[src/rtl/spwm_pkg.sv]
// Package: shared arithmetic for the sine-PWM pattern generator.
// Assumes: all arguments are positive and half_us > x for every slot centre.
package spwm_pkg;

    // Width of the pulse in slot k, in microseconds, from a rational sine approximation.
    function automatic int slot_width(input int k, input int mi_pm,
                                      input int slot_us, input int half_us);
        longint xc;
        longint p;
        longint h;
        longint num;
        longint den;
        xc  = longint'(k) * slot_us + slot_us / 2;
        h   = longint'(half_us);
        p   = xc * (h - xc);
        num = 16 * p * mi_pm * slot_us;
        den = 1000 * (5 * h * h - 4 * p);
        return int'(num / den);
    endfunction

endpackage

[src/rtl/spwm_tick_gen.sv]
// Module: spwm_tick_gen
// Divides the system clock by CLK_DIV and gives a one-clock enable per microsecond.
// Assumes: CLK_DIV >= 1; synchronous active-low reset.
module spwm_tick_gen #(
    parameter int CLK_DIV = 50
) (
    input  logic clk,
    input  logic rst_n,
    output logic tick_o
);
    localparam int DW = (CLK_DIV > 1) ? $clog2(CLK_DIV) : 1;
    localparam logic [DW-1:0] DIV_LAST = DW'(CLK_DIV - 1);

    logic [DW-1:0] div_q;

    assign tick_o = (div_q == DIV_LAST);

    // Prescaler counter: runs 0..CLK_DIV-1 and restarts on the tick.
    always_ff @(posedge clk) begin
        if (!rst_n) begin
            div_q <= '0;
        end else if (tick_o) begin
            div_q <= '0;
        end else begin
            div_q <= div_q + 1'b1;
        end
    end

    // after a tick the prescaler restarts from zero
    p_restart_r2: assert property (@(posedge clk) disable iff (!rst_n)
        tick_o |=> (div_q == '0));

    generate
        if (CLK_DIV > 1) begin : g_multi
            // ticks are never back to back when dividing
            p_tick_gap_r2: assert property (@(posedge clk) disable iff (!rst_n)
                tick_o |=> !tick_o);
        end
    endgenerate
endmodule

[src/rtl/spwm_phase_cnt.sv]
// Module: spwm_phase_cnt
// Microsecond cycle counter over one reference period, with slot index, slot offset and half flag.
// Assumes: PERIOD_US is a multiple of 2*PULSES.
module spwm_phase_cnt #(
    parameter int PERIOD_US = 20000,
    parameter int PULSES    = 20,
    localparam int CW       = $clog2(PERIOD_US),
    localparam int SLOT_US  = PERIOD_US / (2 * PULSES),
    localparam int OW       = $clog2(SLOT_US),
    localparam int KW       = (PULSES > 1) ? $clog2(PULSES) : 1
) (
    input  logic          clk,
    input  logic          rst_n,
    input  logic          tick_i,
    output logic [CW-1:0] count_o,
    output logic [KW-1:0] slot_o,
    output logic [OW-1:0] off_o,
    output logic          half_o,
    output logic          wrap_o
);
    localparam logic [CW-1:0] CNT_LAST  = CW'(PERIOD_US - 1);
    localparam logic [OW-1:0] OFF_LAST  = OW'(SLOT_US - 1);
    localparam logic [KW-1:0] SLOT_LAST = KW'(PULSES - 1);

    logic [CW-1:0] count_q;
    logic [KW-1:0] slot_q;
    logic [OW-1:0] off_q;
    logic          half_q;

    assign wrap_o  = tick_i && (count_q == CNT_LAST);
    assign count_o = count_q;
    assign slot_o  = slot_q;
    assign off_o   = off_q;
    assign half_o  = half_q;

    // Cycle counter with the position decomposed into half, slot and offset.
    always_ff @(posedge clk) begin
        if (!rst_n) begin
            count_q <= '0;
            slot_q  <= '0;
            off_q   <= '0;
            half_q  <= 1'b0;
        end else if (tick_i) begin
            if (count_q == CNT_LAST) begin
                count_q <= '0;
                slot_q  <= '0;
                off_q   <= '0;
                half_q  <= 1'b0;
            end else begin
                count_q <= count_q + 1'b1;
                if (off_q == OFF_LAST) begin
                    off_q <= '0;
                    if (slot_q == SLOT_LAST) begin
                        slot_q <= '0;
                        half_q <= ~half_q;
                    end else begin
                        slot_q <= slot_q + 1'b1;
                    end
                end else begin
                    off_q <= off_q + 1'b1;
                end
            end
        end
    end

    // the count moves up by one on a non-wrapping tick
    p_step_r2: assert property (@(posedge clk) disable iff (!rst_n)
        (tick_i && !wrap_o) |=> (count_q == $past(count_q) + 1'b1));

    // without a tick the count holds
    p_hold_r2: assert property (@(posedge clk) disable iff (!rst_n)
        !tick_i |=> $stable(count_q));

    // a wrap returns the counter to zero in the first half
    p_wrap_r2: assert property (@(posedge clk) disable iff (!rst_n)
        wrap_o |=> (count_q == '0 && !half_q));
endmodule

[src/rtl/spwm_slot_table.sv]
// Module: spwm_slot_table
// Constant per-slot pulse window (start and end offset) for two modulation indices.
// Widths are computed at elaboration; the same table serves both halves.
module spwm_slot_table #(
    parameter int PERIOD_US = 20000,
    parameter int PULSES    = 20,
    parameter int MI_LO_PM  = 500,
    parameter int MI_HI_PM  = 750,
    localparam int SLOT_US  = PERIOD_US / (2 * PULSES),
    localparam int HALF_US  = PERIOD_US / 2,
    localparam int OW       = $clog2(SLOT_US),
    localparam int TW       = OW + 1,
    localparam int KW       = (PULSES > 1) ? $clog2(PULSES) : 1
) (
    input  logic [KW-1:0] slot_i,
    input  logic          mi_i,
    output logic [TW-1:0] lo_o,
    output logic [TW-1:0] hi_o
);
    logic [TW-1:0] lo_a [PULSES];
    logic [TW-1:0] hi_a [PULSES];
    logic [TW-1:0] lo_b [PULSES];
    logic [TW-1:0] hi_b [PULSES];

    // One pair of constant windows per slot and index.
    generate
        for (genvar k = 0; k < PULSES; k++) begin : g_slot
            localparam int WA = spwm_pkg::slot_width(k, MI_LO_PM, SLOT_US, HALF_US);
            localparam int WB = spwm_pkg::slot_width(k, MI_HI_PM, SLOT_US, HALF_US);
            localparam int LA = (SLOT_US - WA) / 2;
            localparam int LB = (SLOT_US - WB) / 2;
            assign lo_a[k] = TW'(LA);
            assign hi_a[k] = TW'(LA + WA);
            assign lo_b[k] = TW'(LB);
            assign hi_b[k] = TW'(LB + WB);
        end
    endgenerate

    // Window lookup for the current slot and active index.
    always_comb begin
        lo_o = '0;
        hi_o = '0;
        for (int k = 0; k < PULSES; k++) begin
            if (slot_i == KW'(k)) begin
                lo_o = mi_i ? lo_b[k] : lo_a[k];
                hi_o = mi_i ? hi_b[k] : hi_a[k];
            end
        end
    end
endmodule

[src/rtl/spwm_gate_gen.sv]
// Module: spwm_gate_gen (top)
// Table-driven sine-PWM gate pattern for a full bridge: S1/S2 pulses in the first half
// period, S3/S4 in the second. The index select is latched only at counter wrap.
// Assumes: synchronous active-low reset; mi_sel is synchronous to clk.
module spwm_gate_gen #(
    parameter int CLK_DIV   = 50,
    parameter int PERIOD_US = 20000,
    parameter int PULSES    = 20,
    parameter int MI_LO_PM  = 500,
    parameter int MI_HI_PM  = 750
) (
    input  logic clk,
    input  logic rst_n,
    input  logic mi_sel,
    output logic gate_s12_o,
    output logic gate_s34_o
);
    localparam int CW      = $clog2(PERIOD_US);
    localparam int SLOT_US = PERIOD_US / (2 * PULSES);
    localparam int OW      = $clog2(SLOT_US);
    localparam int TW      = OW + 1;
    localparam int KW      = (PULSES > 1) ? $clog2(PULSES) : 1;
    localparam logic [CW-1:0] HALF_CNT = CW'(PERIOD_US / 2);

    logic          tick;
    logic [CW-1:0] count;
    logic [KW-1:0] slot;
    logic [OW-1:0] off;
    logic          half;
    logic          wrap;
    logic [TW-1:0] win_lo;
    logic [TW-1:0] win_hi;
    logic          mi_q;
    logic          in_win;
    logic          gate12_q;
    logic          gate34_q;

    spwm_tick_gen #(.CLK_DIV(CLK_DIV)) u_tick (
        .clk    (clk),
        .rst_n  (rst_n),
        .tick_o (tick)
    );

    spwm_phase_cnt #(.PERIOD_US(PERIOD_US), .PULSES(PULSES)) u_phase (
        .clk     (clk),
        .rst_n   (rst_n),
        .tick_i  (tick),
        .count_o (count),
        .slot_o  (slot),
        .off_o   (off),
        .half_o  (half),
        .wrap_o  (wrap)
    );

    spwm_slot_table #(
        .PERIOD_US (PERIOD_US),
        .PULSES    (PULSES),
        .MI_LO_PM  (MI_LO_PM),
        .MI_HI_PM  (MI_HI_PM)
    ) u_table (
        .slot_i (slot),
        .mi_i   (mi_q),
        .lo_o   (win_lo),
        .hi_o   (win_hi)
    );

    assign in_win     = ({1'b0, off} >= win_lo) && ({1'b0, off} < win_hi);
    assign gate_s12_o = gate12_q;
    assign gate_s34_o = gate34_q;

    // Active index register: adopts the request only when the period wraps.
    always_ff @(posedge clk) begin
        if (!rst_n) begin
            mi_q <= 1'b0;
        end else if (wrap) begin
            mi_q <= mi_sel;
        end
    end

    // Output registers: steer the window to the pair that owns the current half.
    always_ff @(posedge clk) begin
        if (!rst_n) begin
            gate12_q <= 1'b0;
            gate34_q <= 1'b0;
        end else begin
            gate12_q <= in_win && !half;
            gate34_q <= in_win && half;
        end
    end

    // the active index never changes outside a wrap
    p_mi_hold_r7: assert property (@(posedge clk) disable iff (!rst_n)
        !wrap |=> $stable(mi_q));

    // S1/S2 pulses only follow a count in the first half
    p_s12_half_r3: assert property (@(posedge clk) disable iff (!rst_n)
        gate12_q |-> ($past(count) < HALF_CNT));

    // S3/S4 pulses only follow a count in the second half
    p_s34_half_r4: assert property (@(posedge clk) disable iff (!rst_n)
        gate34_q |-> ($past(count) >= HALF_CNT));

    // a pair may only switch on after a cycle with the other pair off
    p_gap12_r8: assert property (@(posedge clk) disable iff (!rst_n)
        $rose(gate12_q) |-> !$past(gate34_q));

    p_gap34_r8: assert property (@(posedge clk) disable iff (!rst_n)
        $rose(gate34_q) |-> !$past(gate12_q));

    // never both pairs on together
    p_excl_r8: assert property (@(posedge clk) disable iff (!rst_n)
        $countones({gate12_q, gate34_q}) <= 1);
endmodule

[config.mk]
export PLATFORM = sky130hd
export DESIGN_NAME = spwm_gate_gen
export DESIGN_NICKNAME = d
export VERILOG_FILES = /design/src/rtl/spwm_pkg.sv /design/src/rtl/spwm_tick_gen.sv /design/src/rtl/spwm_phase_cnt.sv /design/src/rtl/spwm_slot_table.sv /design/src/rtl/spwm_gate_gen.sv
export SDC_FILE = /design/constraint.sdc
export NUM_CORES = 1
export LEC_CHECK = 0
export ABC_AREA = 1
export BUFFER_PORTS_ARGS = -buffer_cell sky130_fd_sc_hd__buf_2
export CAP_MARGIN = 20
export CORE_ASPECT_RATIO = 1.1
export CORE_MARGIN = 10
export CORE_UTILIZATION = 40
export DETAILED_ROUTE_END_ITERATION = 12
export SYNTH_ARGS = -nofsm -noshare
export SYNTH_HDL_FRONTEND = slang
export SYNTH_SLANG_ARGS = --single-unit
[constraint.sdc]
create_clock -name clk -period 2.9 [get_ports clk]
set_input_delay 0.58 -clock clk [delete_from_list [all_inputs] [get_ports clk]]
set_output_delay 0.58 -clock clk [all_outputs]
set_load 0.01 [all_outputs]
Yosys cells after proc, flatten, opt, wreduce, memory -nomap -nowiden
Cells that the tools add are included.
W data, S select, Z words.
{ "op_classes": {"n_addsub": 4, "n_lt_le_gt_ge": 2, "eq_ne": 22, "muxes": 69, "bitwise": 2, "n_reduce_logical": 11} }
{ "ops": {"columns": ["op", "n"], "rows": [
  ["$mux W10", 40],
  ["$mux W8", 9],
  ["$eq A5 B4 Y1 const B", 8],
  ["$mux W7", 4],
  ["$mux W5", 5],
  ["$mux W6", 4],
  ["$eq A5 B3 Y1 const B", 4],
  ["$eq A5 B5 Y1 const B", 4],
  ["$mux W9", 2],
  ["$add A15 B1 Y15 const B", 1],
  ["$eq A15 B15 Y1 const B", 1],
  ["$mux W15", 1],
  ["$eq A5 B2 Y1 const B", 2],
  ["$ge A9 B10 Y1", 1],
  ["$lt A9 B10 Y1", 1],
  ["$add A9 B1 Y9 const B", 1],
  ["$eq A9 B9 Y1 const B", 1],
  ["$add A6 B1 Y6 const B", 1],
  ["$eq A6 B6 Y1 const B", 1],
  ["$add A5 B1 Y5 const B", 1],
  ["$eq A5 B1 Y1 const B", 1],
  ["$logic_not A5 Y1", 1],
  ["$logic_and A1 B1 Y1", 4],
  ["$mux W4", 1],
  ["7 further kinds", 11]
]} }
{ "word_totals": {"register_bits": 39, "in_bits": 3, "output_inout_bits": 2, "word_cells": 118} }

Logic depth before layout (Yosys ltp)
Gate-level depths: netlist of run 1.
{ "depth": {"depth_word": 24, "depth_mapped": 33, "depth_no_buf": 33} }

Hierarchy
Synthesis of run 1 repeated with hierarchy kept, for this count alone.
{ "hier_totals": {"cells_unflattened": 592, "hier_area_um2": 3575.9} }
{ "by_module_without_submodules": {"columns": ["module", "instances", "cells_each", "area_each_um2", "seq_area_each_um2"], "rows": [
  ["spwm_phase_cnt", 1, 215, 1502.7, 600.6],
  ["spwm_slot_table", 1, 244, 1202.4, 0.0],
  ["spwm_gate_gen", 1, 100, 599.3, 60.1],
  ["spwm_tick_gen", 1, 33, 271.5, 120.1]
]} }

Worst setup path before layout of run 1
OpenSTA, ideal clock, no wires.
{ "synth_timing": {"path_type": "reg2reg", "startpoint": "register u_phase.slot_q[0], in the netlist u_phase.slot_o[0]", "endpoint": "register gate34_q, in the netlist gate_s34_o", "setup_ps": 113, "arrival_ps": 2962, "required_time_ps": 2787, "slack_ps": -175, "stages_incl_launch_ff": 30, "path_buffers": 0, "synth_period_minus_slack_ps": 3075, "path_cell_list": "dfxtp_1 > inv_1 > ha_1 > inv_1 > nor2_1 > nand2_2 > nand3_1 > a21oi_1 > nor2_1 > o21ai_0 > nand3_1 > nand2_1 > nand2_1 > nand2_1 > nand2_1 > nand2_1 > nand2_1 > nand2_1 > ha_1 > a21boi_0 > o21a_1 > o21ai_0 > nand2_1 > a21o_1 > a21oi_1 > nor2_1 > nor2_1 > nor2_1 > nand2_1 > nor2_1"} }
{ "synth_via": {"elab_chain_cells": 24, "elab_cells_between_ends": 64, "classes_between": "order compare (2); eq/ne (19); mux (40); reduce/logical (3)"} }
{ "synth_lines": {"columns": ["element", "line", "text"], "rows": [
  ["start: declaration", "spwm_phase_cnt.sv:26", "logic [KW-1:0] slot_q;"],
  ["start signal: assignment", "spwm_phase_cnt.sv:57", "slot_q <= slot_q + 1'b1;"],
  ["$logic_not A5 Y1", "spwm_slot_table.sv:44", "if (slot_i == KW'(k)) begin"],
  ["$mux W10 (20 in series)", "spwm_slot_table.sv:44", null],
  ["$ge A9 B10 Y1 or $lt A9 B10 Y1 (tied branches)", "spwm_gate_gen.sv:67", "assign in_win = ({1'b0, off} >= win_lo) && ({1'b0, off} < win_hi);"],
  ["$logic_and A1 B1 Y1 *", "spwm_gate_gen.sv:67", null],
  ["$logic_and A1 B1 Y1 *", "spwm_gate_gen.sv:87", "gate34_q <= in_win && half;"],
  ["end signal: assignment", "spwm_gate_gen.sv:87", null],
  ["end: declaration", "spwm_gate_gen.sv:36", "logic gate34_q;"]
]} }
Every way passes the cells marked *; elsewhere a longest branch is shown, timed or not.
A chain may end at the register's enable or synchronous reset.

Final worst setup path of run 1
{ "layout_timing": {"startpoint": "register u_phase.slot_q[1], in the netlist u_phase.slot_o[1]", "endpoint": "register gate34_q, in the netlist gate_s34_o"} }
Same word-level chain as after synthesis.

==> results of run 1 <==
final timing paths:
path,to,slack (ps),depth (start not counted)
setup / recovery,gate_s34_o,-270,26
hold / removal,gate_s12_o,420,1
hold reg to reg,gate_s12_o,420,1
setup reg to reg,gate_s34_o,-270,26
power by group through the flow:
stage	Combinational (mW)	Sequential, mW	Clock (mW)
finish	0.0210	0.541	0.457
CTS	0.0211	0.541	0.468
floorplan	0.0153	0.554	0
global route	0.0243	0.542	0.485
detailed placement	0.0210	0.555	0
global placement	0.0207	0.555	0
through the flow:
step | TNS [ps] | hold slack [ps]
floorplan | 0 | 391
global placement | -651 | 398
detailed placement | -729 | 407
CTS | -502 | 419
global route | -1100 | 445
finish | -519 | 417
worst register-to-register path, delay by kind of cell, from the launching register on:
kind | cells | cell delay (ps)
AOI/OAI and AO/OA | 9 | 1180
and+or+nand+nor | 11 | 840
adders and majority gates | 2 | 410
DFF | 1 | 380
buffers and inverters | 4 | 300
final cells by class:
class / instances / area [um2] / share of cell area
Tap cell: 111 / 139 / 0.0301
Multi-Input combinational cell: 428 / 2420 / 0.525
Clock buffer: 5 / 68.8 / 0.0149
Timing Repair Buffer: 107 / 801 / 0.174
Clock inverter: 3 / 43.8 / 0.00949
Inverter: 92 / 353 / 0.0765
Sequential cell: 39 / 788 / 0.171
state kept, by name, indices dropped and copies added, names as in the netlist:
| register | count |
|---|---|
| gate_s34_o | 1 |
| mi_q | 1 |
| u_phase.count_o | 15 |
| u_phase.off_o | 9 |
| u_phase.slot_o | 5 |
| u_phase.half_o | 1 |
| u_tick.div_q | 6 |
| gate_s12_o | 1 |
cell usage in the layout (no fill, tap or decap), drive strengths merged, types with 2 or more instances in the layout:
master	count
nor2	81
o22ai	2
ha	25
o21a	2
inv	92
nand2	140
nor3	16
clkinv	2
nor4	6
clkbuf	5
a31oi	2
buf	107
o211ai	5
xor2	5
o21ai	43
a221oi	2
nor3b	4
nand4	9
a21oi	42
nand3	32
dfxtp	39
a211oi	5
cells by family after synthesis:
logic type                 after synthesis
buffers and inverters                  100
AOI/OAI and AO/OA                      108
xor gates and xnor gates                 6
DFF                                     39
and+or+nand+nor                        289
adders and majority gates               25
repair_timing:
item / 4_1_cts / 5_1_grt
setup buffers: 7 / 2
resized for setup: 32 / 12
endpoints found under the setup margin: 2 / 2
pin swaps: 13 / 6
layer usage:
metal,global-route usage,wire length (um),vias to the layer above
li1,-,-,2069
met1,0.185,4510,1764
met2,0.284,4820,69
met3,0.0120,239,23
met4,0.0686,280,0
met5,0,0,-
==> results.json, run 1 <==
{
  "result_of_the_run": "complete, but fails checks",
  "failed_checks": "setup timing",
  "synth_cells": 567,
  "dominant_combinational_cell_family_by_area_after_synthesis": "simple AND/OR/NAND/NOR gates",
  "die-width_um": 108,
  "hpwl_mm": 7.97,
  "final_hold_viol_count": 0,
  "number_of_buffer_and_inverter_instances_along_the_worst_setup_path": 4,
  "clk_latency_ps": 300,
  "timing.critical_path.to_type": "flip-flop",
  "cp-startpoint": "u_phase.slot_o[1]",
  "grt_setup_unrepaired": "true",
  "path_delay_family": "compound AO/OA/AOI/OAI gates",
  "syn-cell-area_um2": 3410,
  "clock-root-buffer": "clkbuf_8",
  "hold_path.startpoint": "u_phase.half_o",
  "hold_path.class": "reg2reg",
  "pwr-share-clk": 0.449,
  "critical-path-slowest-cell": "dfxtp_4",
  "antenna_violating_nets_post_route": 0,
  "setup_viol": 2,
  "ys_seq_elements": 39,
  "clock_tree_from_tritoncts": "built",
  "final_cell_area_um2": 4610,
  "finClkSkew_ps": 12.5,
  "synthDominantCellAreaShare": 0.229,
  "core-area_um2": 8360,
  "drtPass1Iterations": 4,
  "synth_xor_xnor_area_share": 0.0154,
  "postSynthNetCount": 595,
  "gr-usage-all-layers": 0.157,
  "maxSlewHeadroom": 0.760,
  "final_cells": 785,
  "required_ps": 3140,
  "fillers": 821,
  "worst_ep_arrival_time_ps": 3410,
  "route.final.wire_length_mm": 9.85,
  "placed_cells_incl_taps": 768,
  "maximum_single_stage_delay_on_the_critical_path_ps": 380,
  "switching_share": 0.216,
  "cellPowerDensity_nw_per_um2": 221,
  "cts.hold.buffers_added": 0,
  "wl_per_cell_um": 12.5,
  "drt_iter0_markers": 146,
  "timing_max_transition_violations_final": 0,
  "antenna_found_initial": 0,
  "drc": 0,
  "synth-edff-count": 0,
  "criticalPathCategory": "reg2reg",
  "antenna_cells": 0,
  "gr-total-overflow": 0,
  "via_count_of_the_first_global_routing_pass": 3744,
  "max_freq_mhz": 316,
  "power.switching_mw": 0.220,
  "avgSynthCellArea_um2": 6.02,
  "critPathLaunchType": "flip-flop",
  "synthArstFlopShare": 0,
  "fin_util": 0.552,
  "pre_cts_ws_ps": -368,
  "grt_pass1_wl_mm": 16.4,
  "cts_inserted_buffers": 5,
  "synth_top_flop_cell": "dfxtp_1",
  "floorplan.initialDensity": 0.408,
  "place_congestion": 0.930,
  "power.static_leakage_nw": 2.28,
  "dieArea_um2": 12600,
  "ys_top_cells_by_area": "dfxtp_1 (23%), nand2_1 (15%), ha_1 (9.2%)",
  "synth_largest_area_cell": "dfxtp_1",
  "dieHeight_um": 117,
  "timing.final.crit_period_ps": 3170,
  "worst_ir_drop_vdd_v": 0.000354,
  "final_critical_path_setup_slack_ps": -266,
  "net_count_reported_at_finish": 701,
  "clock_path_buffers": 2,
  "tightest_slew_ps": 357,
  "simple_logic_cell_fraction_of_the_synthesized_area": 0.375,
  "fin_crit_sh": 1.09,
  "synth.lib_cells_used.distinct": 38,
  "cp_max_fo": 6,
  "proportion_of_synthesized_area_in_mux_cells": 0,
  "top_level_ports": 5,
  "cts_sinks": 39,
  "drive_gt1_frac": 0.283,
  "post-synth-top-count-cell": "nand2_1",
  "synth.yosys.seq_area_share": 0.229,
  "area_fraction_in_compound_gates_after_synthesis": 0.178,
  "total_power_mw": 1.02,
  "clk_pin_slew_ps": 90,
  "drt-vias-per-instance": 5.00,
  "pwr-share-seq": 0.531,
  "synth_common_cells": "nand2_1 (135), inv_1 (77), nor2_1 (68)",
  "r2r-start": "u_phase.slot_o[1]",
  "grt_start_max_net_pins": 15,
  "placed_area_um2": 4280,
  "timing.max_cap.violations": 0,
  "portBuffers": 4,
  "cts_max_level": 2,
  "synth_warnings": 0,
  "power.share.combinational": 0.021,
  "area_growth_from_synthesis_to_final_layout_pct": 35.2,
  "placementRows": 35,
  "synth-adder-area-share": 0.0917,
  "detailroute.via_count": 3925,
  "internal_power_mw": 0.800
}
Power figures use the tool's default switching activity.
==> run 2, diff against run 1 <==
CELL_PAD_IN_SITES_DETAIL_PLACEMENT = 1   (was default)
CELL_PAD_IN_SITES_GLOBAL_PLACEMENT = 2   (was default)
CORE_UTILIZATION = 31   (was 40)
PLACE_DENSITY_LB_ADDON = 0.1   (was default)
==> run 2 against run 1 <==
Net effect: the run still ends with setup timing left; total power is 18% higher; die area up 24%; highest routed layer unchanged; largest power group is now clock; count of clock-buffer cells in the layout up 1; clock skew decreased by 4.5 ps; via count increased by 4.7%.
==> results.json, run 2 (synthesized netlist as in run 1, its figures left out) <==
{
  "result_of_the_run": "complete, but fails checks",
  "failed_checks": "setup timing",
  "grt_pass1_wl_mm": 21.2,
  "cellPowerDensity_nw_per_um2": 248,
  "clock_tree_from_tritoncts": "built",
  "die-width_um": 120,
  "internal_power_mw": 0.972,
  "cts_sinks": 39,
  "hpwl_mm": 10.3,
  "max_freq_mhz": 306,
  "grt_start_max_net_pins": 23,
  "layout.cells.most_common_list": "nand2_1 (128), buf_4 (114), inv_1 (71)",
  "worst_path_most_repeated_cell": "nor2_1",
  "antenna_found_initial": 0,
  "criticalPathCategory": "reg2reg",
  "drc": 0,
  "required_ps": 3080,
  "portBuffers": 4,
  "hold_path.class": "reg2reg",
  "pwr-share-clk": 0.532,
  "net_count_reported_at_finish": 715,
  "setup.reg_to_reg.worst_slack_ps": -360,
  "dieHeight_um": 130,
  "dieArea_um2": 15600,
  "antenna_violating_nets_post_route": 0,
  "path_delay_family": "compound AO/OA/AOI/OAI gates",
  "total_power_mw": 1.20,
  "grt_setup_unrepaired": "true",
  "gr-total-overflow": 0,
  "power.share.combinational": 0.018,
  "worst_ir_drop_vdd_v": 0.000365,
  "largest_reg_flops": 15,
  "maximum_single_stage_delay_on_the_critical_path_ps": 360,
  "finClkSkew_ps": 7.97,
  "setup_tns_ps": -724,
  "multiInputGateArea_um2": 2440,
  "core-area_um2": 10900,
  "clk_latency_ps": 290,
  "route.final.wire_length_mm": 12.5,
  "most_common_library_cell_in_the_layout_ignoring_fill_and_taps": "nand2_1",
  "place_congestion": 0.940,
  "cts_inserted_buffers": 5,
  "area_growth_from_synthesis_to_final_layout_pct": 42.4,
  "critical-path-slowest-cell": "dfxtp_4",
  "fin_worst_hold_slack_ps": 444,
  "layout.area.seq_um2": 790,
  "cts_max_level": 2,
  "drt-vias-per-instance": 4.92,
  "switching_share": 0.192,
  "timing_max_transition_violations_final": 0,
  "drtPass1Iterations": 4,
  "antenna_cells": 0,
  "tightest_slew_ps": 385,
  "power.static_leakage_nw": 2.39,
  "placementRows": 40,
  "fin_util": 0.447,
  "number_of_buffer_and_inverter_instances_along_the_worst_setup_path": 4,
  "final_hold_viol_count": 0,
  "top_level_ports": 5,
  "fin_crit_sh": 1.13,
  "detailroute.via_count": 4109,
  "gr-usage-all-layers": 0.164,
  "timing.final.crit_period_ps": 3260,
  "via_count_of_the_first_global_routing_pass": 4513,
  "timing.max_cap.violations": 0,
  "drt_iter0_markers": 98,
  "clock_path_buffers": 2,
  "setup_viol": 2,
  "clock-root-buffer": "clkbuf_16",
  "floorplan.initialDensity": 0.314,
  "critPathLaunchType": "flip-flop",
  "wl_per_cell_um": 15.0,
  "final_critical_path_setup_slack_ps": -363,
  "fillers": 1486,
  "pwr-share-seq": 0.450,
  "cp_max_fo": 4,
  "timing.critical_path.to_type": "flip-flop",
  "drive_gt1_frac": 0.302,
  "worst_ep_arrival_time_ps": 3450,
  "clk_pin_slew_ps": 60,
  "maxSlewHeadroom": 0.741,
  "power.switching_mw": 0.231
}
[run 2: metrics by stage]
| step | std cells | worst slack [ps] | cell area (um2) |
|---|---|---|---|
| after global placement | 811 | -382 | 4390 |
| final | 835 | -363 | 4860 |
| after floorplan | 567 | 15.9 | 3450 |
| after global routing | 835 | -632 | 4860 |
| after detailed placement | 811 | -491 | 4390 |
| after CTS | 829 | -445 | 4710 |
[run 2: area by class of cell]
type,count,share of cell area
well taps,147,0.0379
repair buffers,121,0.189
clock inverters,2,0.00721
multi-input cells,428,0.502
clock buffers,6,0.0286
flip-flops and latches,39,0.163
inverters,92,0.0731
[run 2: per-layer routing]
| layer | up-vias | global-route usage | share of wire |
|---|---|---|---|
| met5 | - | 0 | 0 |
| li1 | 2094 | - | - |
| met4 | 0 | 0.0440 | 0.019 |
| met3 | 18 | 0.0151 | 0.012 |
| met1 | 1964 | 0.182 | 0.43 |
| met2 | 33 | 0.325 | 0.54 |
[run 2: path summary, 6_finish.rpt]
kind / startpoint / to / depth (start not counted)
worst max-delay path: u_phase.slot_o[1] / gate_s34_o / 26
worst min-delay path: u_phase.half_o / gate_s12_o / 1
worst max register to register: u_phase.slot_o[1] / gate_s34_o / 26
worst min register to register: u_phase.half_o / gate_s12_o / 1
[run 2: repair_timing]
item / in CTS / in global routing
hold buffers: 0 / 0
gates resized for setup: 24 / 32
endpoints found under the setup margin: 2 / 2
buffers inserted: 10 / 6
pin swaps: 22 / 19
[run 2: power by group through the flow]
stage	combinational [mW]	clock, mW	sequential (mW)
after floorplan	0.0153	0	0.554
after global placement	0.0220	0	0.555
after detailed placement	0.0223	0	0.555
after CTS	0.0226	0.660	0.541
after global routing	0.0255	0.682	0.541
final	0.0217	0.640	0.541
